==> config.mk <==
export PLATFORM = sky130hd
export DESIGN_NAME = dma_chain_seq
export DESIGN_NICKNAME = d
export VERILOG_FILES = /design/src/rtl/dma_seq_pkg.sv /design/src/rtl/dma_seq_ctrl.sv /design/src/rtl/dma_seq_dpath.sv /design/src/rtl/dma_chain_seq.sv
export SDC_FILE = /design/constraint.sdc
export NUM_CORES = 1
export LEC_CHECK = 0
export ABC_CLOCK_PERIOD_IN_PS = 2200
export BUFFER_PORTS_ARGS = -buffer_cell sky130_fd_sc_hd__clkbuf_2
export CAP_MARGIN = 20
export CORE_MARGIN = 2
export CORE_UTILIZATION = 52
export CTS_CLUSTER_DIAMETER = 150
export DETAILED_ROUTE_END_ITERATION = 12
export PLACE_DENSITY = 0.81
export SLEW_MARGIN = 40
export SYNTH_ARGS = -nofsm -noshare
export SYNTH_HDL_FRONTEND = slang
export SYNTH_SLANG_ARGS = --single-unit
==> constraint.sdc <==
create_clock -name clk -period 2.2 [get_ports clk]
set_input_delay 0.11 -clock clk [delete_from_list [all_inputs] [get_ports clk]]
set_output_delay 0.11 -clock clk [all_outputs]
set_load 0.1 [all_outputs]
==> src/rtl/dma_seq_pkg.sv <==
package dma_seq_pkg;

  // status bit positions
  localparam int STAT_RESET  = 31;
  localparam int STAT_ABORT  = 30;
  localparam int STAT_ERROR  = 8;
  localparam int STAT_INT    = 2;
  localparam int STAT_END    = 1;
  localparam int STAT_ACTIVE = 0;

  // info word bit enabling the completion interrupt
  localparam int INFO_IRQ_EN = 0;

  // index width for a descriptor word counter (sized for up to 8 words)
  localparam int WIDX_W = 3;

  typedef enum logic [2:0] {
    ST_IDLE   = 3'd0,
    ST_REQ    = 3'd1,
    ST_WAIT   = 3'd2,
    ST_LAUNCH = 3'd3,
    ST_BUSY   = 3'd4
  } seqState_t;

  typedef struct packed {
    logic              wordLoad;
    logic [WIDX_W-1:0] wordIdx;
    logic              fetchFail;
    logic              blockDone;
    logic              blockAbort;
    logic              advance;
    logic              chainEnd;
  } seqStrobe_t;

endpackage

==> src/rtl/dma_seq_ctrl.sv <==
module dma_seq_ctrl
  import dma_seq_pkg::*;
#(
  parameter int CB_WORDS = 8
) (
  input  logic       clk,
  input  logic       rstN,
  input  logic       swStart,
  input  logic       swAbort,
  input  logic       swReset,
  input  logic       memRspValid,
  input  logic       memRspErr,
  input  logic       engDone,
  input  logic       nextIsZero,
  output seqStrobe_t stb,
  output seqState_t  stateQ,
  output logic       memReqValid,
  output logic       engStart,
  output logic       engAbort
);

  localparam logic [WIDX_W-1:0] LAST_IDX = WIDX_W'(CB_WORDS - 1);

  logic [WIDX_W-1:0] idxQ;
  seqState_t         stateD;
  logic [WIDX_W-1:0] idxD;
  logic              rspOk;
  logic              rspBad;

  assign rspOk  = (stateQ == ST_WAIT) && memRspValid && !memRspErr;
  assign rspBad = (stateQ == ST_WAIT) && memRspValid && memRspErr;

  assign memReqValid = (stateQ == ST_REQ);
  assign engStart    = (stateQ == ST_LAUNCH);
  assign engAbort    = (stateQ == ST_BUSY) && swAbort;

  always_comb begin
    stb            = '0;
    stb.wordLoad   = rspOk;
    stb.wordIdx    = idxQ;
    stb.fetchFail  = rspBad;
    stb.blockAbort = (stateQ == ST_BUSY) && swAbort;
    stb.blockDone  = (stateQ == ST_BUSY) && engDone && !swAbort;
    stb.advance    = stb.blockAbort || stb.blockDone;
    stb.chainEnd   = stb.advance && nextIsZero;
  end

  always_comb begin
    stateD = stateQ;
    idxD   = idxQ;
    unique case (stateQ)
      ST_IDLE: begin
        if (swStart) begin
          stateD = ST_REQ;
          idxD   = '0;
        end
      end
      ST_REQ: stateD = ST_WAIT;
      ST_WAIT: begin
        if (rspBad) begin
          stateD = ST_IDLE;
        end else if (rspOk) begin
          if (idxQ == LAST_IDX) begin
            stateD = ST_LAUNCH;
          end else begin
            idxD   = idxQ + 1'b1;
            stateD = ST_REQ;
          end
        end
      end
      ST_LAUNCH: stateD = ST_BUSY;
      ST_BUSY: begin
        if (stb.advance) begin
          stateD = nextIsZero ? ST_IDLE : ST_REQ;
          idxD   = '0;
        end
      end
      default: stateD = ST_IDLE;
    endcase
  end

  always_ff @(posedge clk) begin
    if (!rstN || swReset) begin
      stateQ <= ST_IDLE;
      idxQ   <= '0;
    end else begin
      stateQ <= stateD;
      idxQ   <= idxD;
    end
  end

endmodule

==> src/rtl/dma_seq_dpath.sv <==
module dma_seq_dpath
  import dma_seq_pkg::*;
#(
  parameter int DATA_W   = 32,
  parameter int CB_WORDS = 8,
  parameter int REG_AW   = 6
) (
  input  logic              clk,
  input  logic              rstN,
  input  logic [REG_AW-1:0] regAddr,
  input  logic              regWrEn,
  input  logic [DATA_W-1:0] regWrData,
  output logic [DATA_W-1:0] regRdData,
  input  logic [DATA_W-1:0] memRspData,
  input  seqStrobe_t        stb,
  output logic              swStart,
  output logic              swAbort,
  output logic              swReset,
  output logic              nextIsZero,
  output logic [DATA_W-1:0] memReqAddr,
  output logic [DATA_W-1:0] engInfo,
  output logic [DATA_W-1:0] engSrc,
  output logic [DATA_W-1:0] engDst,
  output logic [DATA_W-1:0] engLen,
  output logic [DATA_W-1:0] engStride,
  output logic              activeFlag,
  output logic              endFlag,
  output logic              intFlag,
  output logic              errFlag
);

  localparam int IDX_W     = $clog2(CB_WORDS);
  localparam int ALIGN_W   = IDX_W + 2;
  localparam int FIELD_CNT = CB_WORDS - 2;
  localparam int F_INFO    = 0;
  localparam int F_SRC     = 1;
  localparam int F_DST     = 2;
  localparam int F_LEN     = 3;
  localparam int F_STRIDE  = 4;
  localparam int F_LINK    = 5;
  localparam int SEL_W     = REG_AW - 2;

  logic [DATA_W-1:0] cbAddrQ;
  logic [DATA_W-1:0] fieldQ [FIELD_CNT];
  logic [SEL_W-1:0]  wordSel;
  logic              wrStatus;
  logic              wrPtr;
  logic [DATA_W-1:0] linkAligned;

  assign wordSel  = regAddr[REG_AW-1:2];
  assign wrStatus = regWrEn && (wordSel == SEL_W'(0));
  assign wrPtr    = regWrEn && (wordSel == SEL_W'(1));

  assign swReset = wrStatus && regWrData[STAT_RESET];
  assign swAbort = wrStatus && regWrData[STAT_ABORT] && !swReset;
  assign swStart = wrStatus && regWrData[STAT_ACTIVE] && !activeFlag && !swReset;

  assign linkAligned = {fieldQ[F_LINK][DATA_W-1:ALIGN_W], ALIGN_W'(0)};
  assign nextIsZero  = (linkAligned == '0);

  assign memReqAddr = {cbAddrQ[DATA_W-1:ALIGN_W], stb.wordIdx[IDX_W-1:0], 2'b00};

  genvar g;
  generate
    for (g = 0; g < FIELD_CNT; g++) begin : g_field
      logic [DATA_W-1:0] q;
      always_ff @(posedge clk) begin
        if (!rstN || swReset) begin
          q <= '0;
        end else if (stb.wordLoad && (stb.wordIdx == WIDX_W'(g))) begin
          q <= memRspData;
        end
      end
      assign fieldQ[g] = q;
    end
  endgenerate

  assign engInfo   = fieldQ[F_INFO];
  assign engSrc    = fieldQ[F_SRC];
  assign engDst    = fieldQ[F_DST];
  assign engLen    = fieldQ[F_LEN];
  assign engStride = fieldQ[F_STRIDE];

  always_ff @(posedge clk) begin
    if (!rstN || swReset) begin
      cbAddrQ    <= '0;
      activeFlag <= 1'b0;
      endFlag    <= 1'b0;
      intFlag    <= 1'b0;
      errFlag    <= 1'b0;
    end else begin
      if (stb.advance) begin
        cbAddrQ <= linkAligned;
      end else if (wrPtr && !activeFlag) begin
        cbAddrQ <= {regWrData[DATA_W-1:ALIGN_W], ALIGN_W'(0)};
      end

      if (swStart) begin
        activeFlag <= 1'b1;
      end else if (stb.fetchFail || stb.chainEnd) begin
        activeFlag <= 1'b0;
      end

      if (stb.chainEnd) begin
        endFlag <= 1'b1;
      end else if (wrStatus && regWrData[STAT_END]) begin
        endFlag <= 1'b0;
      end

      if (stb.blockDone && fieldQ[F_INFO][INFO_IRQ_EN]) begin
        intFlag <= 1'b1;
      end else if (wrStatus && regWrData[STAT_INT]) begin
        intFlag <= 1'b0;
      end

      if (stb.fetchFail) begin
        errFlag <= 1'b1;
      end else if (wrStatus && regWrData[STAT_ERROR]) begin
        errFlag <= 1'b0;
      end
    end
  end

  always_comb begin
    regRdData = '0;
    if (wordSel == SEL_W'(0)) begin
      regRdData[STAT_ERROR]  = errFlag;
      regRdData[STAT_INT]    = intFlag;
      regRdData[STAT_END]    = endFlag;
      regRdData[STAT_ACTIVE] = activeFlag;
    end else if (wordSel == SEL_W'(1)) begin
      regRdData = cbAddrQ;
    end else if (int'(wordSel) < FIELD_CNT + 2) begin
      regRdData = fieldQ[int'(wordSel) - 2];
    end
  end

endmodule

==> src/rtl/dma_chain_seq.sv <==
module dma_chain_seq
  import dma_seq_pkg::*;
#(
  parameter int DATA_W   = 32,
  parameter int CB_WORDS = 8,
  parameter int REG_AW   = 6
) (
  input  logic              clk,
  input  logic              rstN,
  input  logic [REG_AW-1:0] regAddr,
  input  logic              regWrEn,
  input  logic [DATA_W-1:0] regWrData,
  output logic [DATA_W-1:0] regRdData,
  output logic              memReqValid,
  output logic [DATA_W-1:0] memReqAddr,
  input  logic              memRspValid,
  input  logic [DATA_W-1:0] memRspData,
  input  logic              memRspErr,
  output logic              engStart,
  output logic              engAbort,
  output logic [DATA_W-1:0] engInfo,
  output logic [DATA_W-1:0] engSrc,
  output logic [DATA_W-1:0] engDst,
  output logic [DATA_W-1:0] engLen,
  output logic [DATA_W-1:0] engStride,
  input  logic              engDone,
  output logic              irq
);

  seqStrobe_t stb;
  seqState_t  ctrlState;
  logic       swStart;
  logic       swAbort;
  logic       swReset;
  logic       nextIsZero;
  logic       activeFlag;
  logic       endFlag;
  logic       intFlag;
  logic       errFlag;

  dma_seq_ctrl #(
    .CB_WORDS(CB_WORDS)
  ) u_ctrl (
    .clk        (clk),
    .rstN       (rstN),
    .swStart    (swStart),
    .swAbort    (swAbort),
    .swReset    (swReset),
    .memRspValid(memRspValid),
    .memRspErr  (memRspErr),
    .engDone    (engDone),
    .nextIsZero (nextIsZero),
    .stb        (stb),
    .stateQ     (ctrlState),
    .memReqValid(memReqValid),
    .engStart   (engStart),
    .engAbort   (engAbort)
  );

  dma_seq_dpath #(
    .DATA_W  (DATA_W),
    .CB_WORDS(CB_WORDS),
    .REG_AW  (REG_AW)
  ) u_dpath (
    .clk       (clk),
    .rstN      (rstN),
    .regAddr   (regAddr),
    .regWrEn   (regWrEn),
    .regWrData (regWrData),
    .regRdData (regRdData),
    .memRspData(memRspData),
    .stb       (stb),
    .swStart   (swStart),
    .swAbort   (swAbort),
    .swReset   (swReset),
    .nextIsZero(nextIsZero),
    .memReqAddr(memReqAddr),
    .engInfo   (engInfo),
    .engSrc    (engSrc),
    .engDst    (engDst),
    .engLen    (engLen),
    .engStride (engStride),
    .activeFlag(activeFlag),
    .endFlag   (endFlag),
    .intFlag   (intFlag),
    .errFlag   (errFlag)
  );

  assign irq = intFlag;

endmodule

Yosys cells after proc, flatten, opt, wreduce, memory -nomap -nowiden

Cells that the tools add are included.

Output and inout port bits: 228
Bits in registers: 229
Logic and storage cells: 113
Input bits: 76

Equality and inequality tests: 17
Bitwise logic cells: 1
Magnitude comparators: 2
Add/subtract/negate cells: 2
Multiplexer cells: 32
Reduce and logical (&&, ||, !) cells: 46

Operators by type and width:

| cell                | number |
|---|---|
| $mux 32             | 6 |
| $bmux 32 s3         | 1 |
| $ge 32x4->1 const B | 1 |
| $logic_not 32->1    | 1 |
| $not 32->32         | 1 |
| $mux 3              | 10 |
| $logic_and 1x1->1   | 26 |
| $mux 23             | 1 |
| $pmux 3 s5          | 1 |
| $eq 3x2->1 const B  | 4 |
| $eq 3x3->1 const B  | 4 |
| $mux 1              | 10 |
| $reduce_bool 2->1   | 5 |
| $pmux 3 s3          | 1 |
| $ne 2x2->1 const B  | 4 |
| $eq 3x1->1 const B  | 2 |
| $logic_not 3->1     | 2 |
| $reduce_and 6->1    | 1 |
| $logic_not 1->1     | 5 |
| $mux 5              | 1 |
| $sub 4x2->5 const B | 1 |
| $eq 4x1->1 const B  | 1 |
| $logic_not 4->1     | 1 |
| $lt 4x4->1 const B  | 1 |
| other kinds (7)     | 9 |

Longest topological paths before layout

Gate-level depths: netlist (run 1).

Depth in word-level cells: 12
Gate-level depth with buffers: 9
Mapped depth without buffers: 6

Cells and area by module

Synthesis (run 1) repeated with hierarchy kept, for this count alone.

Cell total of the unflattened synthesis: 1224
Area total of the unflattened synthesis: 10373.7 µm²

Modules (own cells, without submodules):

| module        | area an instance (µm²) | sequential area each (µm²) | instances | cells an instance |
|---|---|---|---|---|
| dma_seq_dpath | 9933.3                 | 4464.3                     | 1         | 1170 |
| dma_seq_ctrl  | 440.4                  | 120.1                      | 1         | 54 |

Worst setup path after synthesis (run 1)

Ideal clock, no wire load.

Path kind: reg2out
Start point: register u_dpath.g_field[3].q[1], in the netlist u_dpath.engLen[1]
End point: output port regRdData[1]
Cell stages (with the launch flop): 5
Required time: 2.090 ns
Setup slack: -1.529 ns
Buffers on the path: 0
Arrival: 3.619 ns
Cell sequence: dfxtp_1 > mux4_2 > o21ai_0 > o21a_1 > o21ai_0

Word-level cells in the longest chain between the ends: 6

Ends and longest elaborated chain:

| what                                       | line                 | source |
|---|---|---|
| from (decl)                                | dma_seq_dpath.sv:66  | `logic [DATA_W-1:0] q;` |
| from (signal assigned)                     | dma_seq_dpath.sv:71  | `q <= memRspData;` |
| $bmux 32 s3                                | dma_seq_dpath.sv:134 | `regRdData = fieldQ[int'(wordSel) - 2];` |
| $mux 32 (implied by the code) (2 in a row) | dma_seq_dpath.sv:134 |  |
| $mux 32                                    | dma_seq_dpath.sv:133 | `end else if (int'(wordSel) < FIELD_CNT + 2) begin` |
| $mux 32                                    | dma_seq_dpath.sv:131 | `end else if (wordSel == SEL_W'(1)) begin` |
| $mux 3                                     | dma_seq_dpath.sv:126 | `if (wordSel == SEL_W'(0)) begin` |
| to (decl)                                  | dma_chain_seq.sv:13  | `output logic [DATA_W-1:0] regRdData,` |

No other way between the ends. The select of a mux whose other input is x is not followed.

Worst setup path in the final report (run 1)

Start point: register u_dpath.g_field[1].q[6], in the netlist u_dpath.engSrc[6]
End point: output port regRdData[6]

Word-level cells in the longest chain between the ends: 6

Ends and longest elaborated chain:

| what                                       | line |
|---|---|
| from (decl)                                | dma_seq_dpath.sv:66 |
| from (signal assigned)                     | dma_seq_dpath.sv:71 |
| $bmux 32 s3                                | dma_seq_dpath.sv:134 |
| $mux 32 (implied by the code) (2 in a row) | dma_seq_dpath.sv:134 |
| $mux 32                                    | dma_seq_dpath.sv:133 |
| $mux 32                                    | dma_seq_dpath.sv:131 |
| $mux 5                                     | dma_seq_dpath.sv:126 |

No other way between the ends. The select of a mux whose other input is x is not followed.

==> results.txt, run 1 <==
* Outcome: completed
* Skew-Pair Late Insertion Delay: 0.52 ns
* Clock tree buffer depth: 3
* Arrival @ worst endpoint: a little over 2 ns
- Yosys mapped a number of flops with a built-in enable equal to 0.
* Clock Power Share: 37.3%
* Fraction of final layout cells with drive strength greater than 1: 29.8%
- IO Pins: slightly above 300
* Critical path startpoint category: flop
- Ranked by instance count, the synthesized netlist is headed by nand2_1 (431), dfxtp_1 (229), a21oi_1 (224).
- The initial antenna violation count came to 0.
* Worst setup slack for register-to-register paths: 0.32 ns
- After the first detailed-routing iteration, the DRC count stood at ~970.
- Derived from the worst setup path, the maximum achievable clock frequency is approximately 0.46 GHz.
- Ys Warns: 0
- Wires add up to just under 40 mm.
* Critical Path RT: 2.09 ns
* Maximum number of pins on one net before global-route repair: 39
- The min-delay analysis places its worst path in the category in -> reg.
- Summing all flip-flop and latch instances after layout gives 4590 um2.
- Clock tree synthesis found a total of between 200 and 250 sinks.
- Antenna fix cells: 0
- Final instance area: approximately 15000 um2
- Final min period: between 2 and 2.5 ns
- Static Leakage: ~5.9 nW
- Fraction of power spent switching nets: between 30 and 40%
* Fill cells: 1399
- Site row count: 52
- Drt first pass iters: 6
* Average size of a mapped cell: 8.20 um2
* Via density per instance: a little under 6
- Including well taps, the total number of placed cells is approximately 1800.
* FF+latch count, synth: ~230
- The worst setup path is captured at a primary output.
- In this run the tool buffered the top-level ports with just under 300 buffer cells.
- Critical path start-end classification: reg -> out
- At the pin with the least slew margin, the transition time is ~0.80 ns.
- Core Footprint: 20100 um2
- Post-synthesis cell area: ~11000 um2
- Power spread over the standard cell area amounts to roughly 740 nW/um2.
- Once detail routing completed, the nets flagged for antenna violations numbered 0.
- Via count of the first global-routing pass: between 10000 and 15000
- Async set-reset flop share out of synthesis: 0%
- The floorplan step set the die height to about 150 um.
- Largest area contributor in the synthesized netlist: dfxtp_1
- CTS placed an instance of clkbuf_16 at the clock tree root.
- Across the VDD grid, the largest voltage drop is around 0.7 mV.
- The die covers 21500 um2.
- Counting every instance in the synthesized netlist gives between 1000 and 1500.
- Top_reg_cell synth: dfxtp_1
* Die extent in x: between 100 and 150 um
- Summed over all nets, the half-perimeter wirelength after detailed placement is about 26 mm.
* Worst stage delay on the critical path: approximately 0.47 ns
* Fin nets: approximately 1700
- On the final layout, the worst hold slack is 0.0265 ns.
* Grt ovf: 0
- TritonCTS created 25 clock buffers.
- Finished Core Util: between 70% and 80%
- After the flow finishes, the layout carries non-filler instances totaling 1919.
- The final route contains about 11000 vias.
* Kind of cell adding the most delay to the critical path: multiplexers
- Combined global-route utilization of all metal layers: 34.6%
- Most area-consuming cells after synthesis: dfxtp_1 (43%), nand2_1 (15%), a21oi_1 (11%)
* Number of hold-slack violations in the final timing report: 0
* Area added between synthesis and finish: 38.1%
- Largest clock skew in the final design: 0.00698 ns
* Combined area of the multi-input logic cells: 5690 um2
- Most common cell in the synthesized netlist: nand2_1
- CTS tree: yes
* Number of distinct library cell variants in the gate-level netlist after synthesis: just over 50
- Relative slew margins: between 40 and 50%
* Sequential Power Share: between 40% and 50%
- Final number of setup-violating endpoints: 0
* Starting utilization of the core area: about 53%
- At the end of routability-driven placement, the weighted congestion stood at between 0.8 and 0.9.
* Buffering stage count on the worst path with inverters included: 1
* Post-detailed-placement cell area: 13200 um2
* Setup repair after global routing missed its margin: true
- Post-route DRC violation count: 0
- In this run the number of H-tree levels came out at 1.
- Switching power of the nets: about 3.7 mW
* Worst path cell trace: mux4_2 -> a222oi_1 -> nor2_4 -> buf_12
- Along the worst path, the maximum fanout reaches 2.
- In the finished design, the share of the clock period the worst path needs comes to between 90% and 100%.
- The final number of max-transition violations is 0.
* Clock slew at reported path FFs: about 0.06 ns
- Part of the Yosys area used for sequential elements: between 40 and 50%
* Combinational group share of total power: a little over a fifth
- Max-cap violations in this run came to 0.
* Internal power consumption: 7.18 mW
* Portion of synthesized cell area occupied by the leading cell type: a little over two fifths
- The slowest stage of the critical path belongs to the cell mux4_2.
* First-pass GRT wire length: a little under 60 mm
- After detailed routing, the average wire length per cell comes to between 20 and 25 um.
-- area by class of cell --
type / count / area share (%)
sequential: 229 / 31.4
inverter: 6 / 0.154
multi-input combinational: 949 / 38.9
clock buffer: 39 / 5.11
tap: 270 / 2.31
clock inverter: 7 / 0.308
timing repair buffer: 419 / 21.8
-- worst paths after layout --
kind | startpoint | to | cells past startpoint
min reg2reg | u_dpath.g_field[5].q[1] | u_dpath.g_field[5].q[1] | 2
max | u_dpath.engSrc[6] | regRdData[6] | 4
min | regWrData[23] | u_dpath.cbAddrQ[23] | 3
max reg2reg | u_ctrl.stateQ[2] | u_dpath.engSrc[14] | 6
-- placed cells by master (no fill, tap or decap), types with 3 or more instances in the layout --
cell           netlist  routed
nand2_1            431     431
clkbuf_2             0     261
a21oi_1            224     222
dfxtp_1            229     222
dlygate4sd3_1        0      60
mux2i_1             58      58
nor2_1              60      57
buf_4               10      53
buf_12               0      44
mux4_2              32      32
a211oi_1            26      26
o21ai_4              0      25
clkbuf_16            0      25
clkbuf_1            34       7
clkbuf_8             0       7
dfxtp_2              0       7
o21ai_0             32       6
inv_1                6       6
nor4_1               7       6
ha_1                 6       6
nand3_1              7       5
clkinv_2             0       5
nand3b_1             4       4
o21a_1               4       4
and2_2               0       4
nor2_4               0       3
nand4_1              3       3
nor3_1               3       3
-- kinds of logic after synthesis --
group / Yosys count / synth area share, %
compound gates: 305 / 15.8
fa+ha+maj: 6 / 0.709
buf+inv: 114 / 6.57
flops: 229 / 43.3
mux: 90 / 12.3
other cells: 1 / 0.0354
simple gates: 546 / 21.3
-- what timing repair did --
item / in CTS / in global routing
hold buffers: 60 / 0
gates resized for setup: 1 / 7
setup endpoints to repair: 1 / 5
buffers inserted: 0 / 2
pin swaps: 0 / 3
endpoints found under the hold margin: 220 / 0
-- worst register-to-register path: stages, from the launching register on --
cell     delay, ns
dfxtp_1       0.38
or2_4         0.32
nor4_4        0.39
and2_2        0.26
buf_12        0.20
nand2_1       0.11
a21oi_1       0.14
-- per-layer routing --
layer / vias to the layer above / wire [um] / GRT usage, %
met4: 0 / 1970 / 17.1
met3: 163 / 3990 / 5.71
li1: 5085 / - / -
met5: - / 0 / 0
met2: 791 / 18700 / 59.2
met1: 5312 / 14000 / 42.5
-- power by group through the flow --
stage	logic (mW)	clock network, mW	registers (mW)
after CTS	2.32	4.07	4.45
final	2.35	4.04	4.45
after floorplan	0.692	0	5.56
after detailed placement	2.23	0	4.54
after global placement	2.20	0	4.53
after global routing	2.42	4.24	4.47
-- per-stage QoR --
| step | setup WS (ns) | total power [mW] | TNS (ns) |
|---|---|---|---|
| finish | 0.0253 | 10.8 | 0 |
| floorplan | -0.247 | 6.25 | -0.247 |
| global placement | 0.224 | 6.73 | 0 |
| CTS | 0.0163 | 10.8 | 0 |
| global route | -0.0269 | 11.1 | -0.0520 |
| detailed placement | 0.140 | 6.77 | 0 |
-- registers in the layout, summed over array words and instances, names as in the netlist, 3 cells and up --
register and flops:
u_dpath.engDst 32, u_dpath.engInfo 32, u_dpath.engLen 32, u_dpath.engSrc 32, u_dpath.engStride 32, u_dpath.g_field.q 32, u_dpath.cbAddrQ 27, u_ctrl.idxQ 3
u_ctrl.stateQ 3
No activity file was read; power rests on OpenSTA's default activity.
==> run 2, diff against run 1 <==
--- a/config.mk
+++ b/config.mk
@@ -9,10 +9,10 @@
 export BUFFER_PORTS_ARGS = -buffer_cell sky130_fd_sc_hd__clkbuf_2
 export CAP_MARGIN = 20
 export CORE_MARGIN = 2
-export CORE_UTILIZATION = 52
+export CORE_UTILIZATION = 35
 export CTS_CLUSTER_DIAMETER = 150
 export DETAILED_ROUTE_END_ITERATION = 12
-export PLACE_DENSITY = 0.81
+export PLACE_DENSITY = 0.59
 export SLEW_MARGIN = 40
 export SYNTH_ARGS = -nofsm -noshare
 export SYNTH_HDL_FRONTEND = slang
==> run 2 against run 1 <==
  * Critical path depth did not move
  * Final cell count grew 6.1%
  * Global-route usage shrank 9.8 points
  * Count of clock-buffer cells in the layout fell by 3
==> results.txt, run 2 (synthesis results as in run 1) <==
* Final number of setup-violating endpoints: 0 (unchanged)
- Area added between synthesis and finish: 40.1% (was 38.1%)
- The number of standard cells in the final layout excluding fillers was 2037 (was 1919).
* Starting utilization of the core area: 35.6% (was 52.7%)
* Finished Core Util: 49.9% (was 72.8%)
- Final wirelength: 40.3 mm (was 38.6 mm)
- Drt first pass iters: 5 (was 6)
- The final RePlAce weighted congestion came to 0.813 (was 0.862).
- Final min period: 2.17 ns (about the same)
* Max FO, Critical Path: 3 (was 2)
- Grt ovf: 0 (unchanged)
- Slew at the pin closest to its max-slew limit: 0.681 ns (was 0.802 ns)
* Total placed cells including tap cells: 1928 (was 1811)
* Fraction of final layout cells with drive strength greater than 1: 30.1% (was 29.8%)
- Die area: 31700 um2 (was 21500 um2)
- Core Footprint: 29700 um2 (was 20100 um2)
- The vias per cell is 5.23 (was 5.92).
- Final slew viol count: 0 (unchanged)
- First-pass GRT wire length: 60.2 mm (was 59.5 mm)
* Number of cells on the worst hold path: 4 (was 3)
- Maximum number of pins on one net before global-route repair: 40 (was 39)
- Post-DRT Antenna Nets: 0 (unchanged)
* Critical path start-end classification: reg -> out (unchanged)
- Critical Path RT: 2.09 ns (about the same)
* Arrival @ worst endpoint: 2.06 ns (about the same)
* Worst stage delay on the critical path: 0.49 ns (was 0.47 ns)
- The maximum VDD drop is 0.457 mV (was 0.681 mV).
- Achievable clock frequency: 0.461 GHz (was 0.460 GHz)
- Worst path cell trace: mux4_2 -> a222oi_1 -> nor2_4 -> buf_12 (unchanged).
* Nature of the critical path endpoint: primary output (unchanged)
- The floorplan row count is 63 (was 52).
* Most common cell after layout, fill and taps aside: nand2_1 (unchanged)
- The combined global-route utilization of all metal layers came to 24.8% (was 34.6%).
* Reg2reg path depth: 6 (unchanged)
* Master cell of the clock root buffer: clkbuf_16 (unchanged)
- The count of buffers from port buffering came to 297 (unchanged).
- The post-placement worst setup slack is 0.202 ns (was 0.140 ns).
- The total placed instance area came to 13400 um2 (was 13200 um2).
- Sink Count: 229 (unchanged)
- The TritonCTS buffer count is 27 (was 25).
* Number of DRC markers after the initial detailed-route iteration: 805 (was 974)
- Fin nets: 1713 (was 1712)
* Post-detailed-placement half-perimeter wirelength: 27.3 mm (was 25.9 mm)
- Relative slew margins: 54.2% (was 46.1%)
- Worst hold path class: in -> reg (unchanged)
- The clock tree from TritonCTS was yes (unchanged).
- Worst Slack Setup Final: 0.0327 ns (was 0.0253 ns)
- The post-route clock period utilization is 98.5% (was 98.8%).
* Cell with the largest stage delay on the worst path: a222oi_1 (was mux4_2)
- The number of buffers on the longest clock path was 3 (unchanged).
* Max Cap Violations: 0 (unchanged)
* Setup repair after global routing missed its margin: true (unchanged)
- Average detailed-routed wire length per instance: 19.8 um (was 20.1 um)
* PwrDens: 748 nW/um2 (was 741 nW/um2)
- H-Tree Depth: 1 (unchanged)
* Outcome: completed (unchanged)
- Static Leakage: 5.93 nW (was 5.92 nW)
- The initial antenna violation count was 0 (unchanged).
- The kind of start point of the critical path is a flop (unchanged).
- Die span in y: 178 um (was 147 um)
- Clock slew at reported path FFs: 0.06 ns (about the same)
* Post-route DRC violation count: 0 (unchanged)
* Die extent in x: 178 um (was 147 um)
* Antenna fix cells: 0 (unchanged)
* Via count of the first global-routing pass: 10119 (was 11008)
- Final instance area: 14800 um2 (was 14600 um2)
* Most frequent cells in the layout: nand2_1 (426), clkbuf_2 (261), a21oi_1 (222) (was nand2_1 (431), clkbuf_2 (261), a21oi_1 (222), dfxtp_1 (222), dlygate4sd3_1 (60))
- The setup clock skew after layout came to 0.00949 ns (was 0.00698 ns).
- The top-level port count came to 304 (unchanged).
- The clock network latency to the later pin of the worst-skew pair came to 0.53 ns (was 0.52 ns).
- The via count came to 10657 (was 11351).
- The final count of hold timing violations was 0 (unchanged).
[run 2: cell count changes in the layout (fill, tap and decap cells not counted), moves of 2 or more]
cell and delta:
dlygate4sd3_1 +2, buf_4 -3, clkbuf_1 -3, nand2_1 -5
clkbuf_8 -2, dfxtp_2 +2, nand2_2 +5, clkbuf_16 +2
dfxtp_1 -2
[run 2: power by group]
group / leakage, nW / internal [mW] / total (mW) / switching (mW)
registers: 1.85 / 4.31 / 4.44 / 0.133
clock network: 0.415 / 2.51 / 4.30 / 1.78
logic: 3.66 / 0.539 / 2.36 / 1.82
[run 2: area by class of cell]
cell class / instances / area, um2
Fill cell: 2783 / 14900
Multi-Input combinational cell: 949 / 5690
Sequential cell: 229 / 4600
Timing Repair Buffer: 418 / 3200
Clock buffer: 36 / 759
Tap cell: 390 / 488
Clock inverter: 9 / 76.3
Inverter: 6 / 22.5
[run 2: layer usage]
metal / vias to the layer above / track usage (%) / routed length (um)
li1: 5072 / - / -
met1: 5092 / 33.0 / 17400
met2: 425 / 41.3 / 19200
met3: 68 / 3.66 / 2520
met4: 0 / 7.96 / 1140
met5: - / 0 / 0
[run 2: per-stage QoR]
stage	setup TNS (ns)	total power, mW	hold slack, ns
final	0	11.1	0.0366
after global routing	-0.0138	11.4	0.0479
after CTS	-0.000824	11.2	0.00469
after detailed placement	0	6.79	0.395
after global placement	0	6.78	0.398
after floorplan	-0.247	6.25	0.236
[run 2: path summary, 6_finish.rpt]
| path | startpoint | end | slack (ns) |
|---|---|---|---|
| worst max-delay path | u_dpath.engSrc[27] | regRdData[27] | 0.03 |
| worst min-delay path | regWrData[31] | u_dpath.activeFlag | 0.04 |
| worst max register to register | u_ctrl.stateQ[2] | u_dpath.engSrc[1] | 0.25 |
| worst min register to register | u_dpath.g_field[5].q[4] | u_dpath.g_field[5].q[4] | 0.46 |
[run 2: critical path, delay by kind of cell (launching register included)]
family	cells	cell delay, ns
flip-flops	1	0.32
buffers and inverters	1	0.19
AO/OA/AOI/OAI	1	0.49
AND/OR/NAND/NOR	1	0.06
multiplexers	1	0.47
[run 2: what timing repair did]
item	CTS	global route
hold buffers	62	0
gates resized for setup	3	3
setup endpoints to repair	2	2
endpoints found under the hold margin	221	0
pin swaps	2	1
cloned	0	0
buffers inserted	2	0
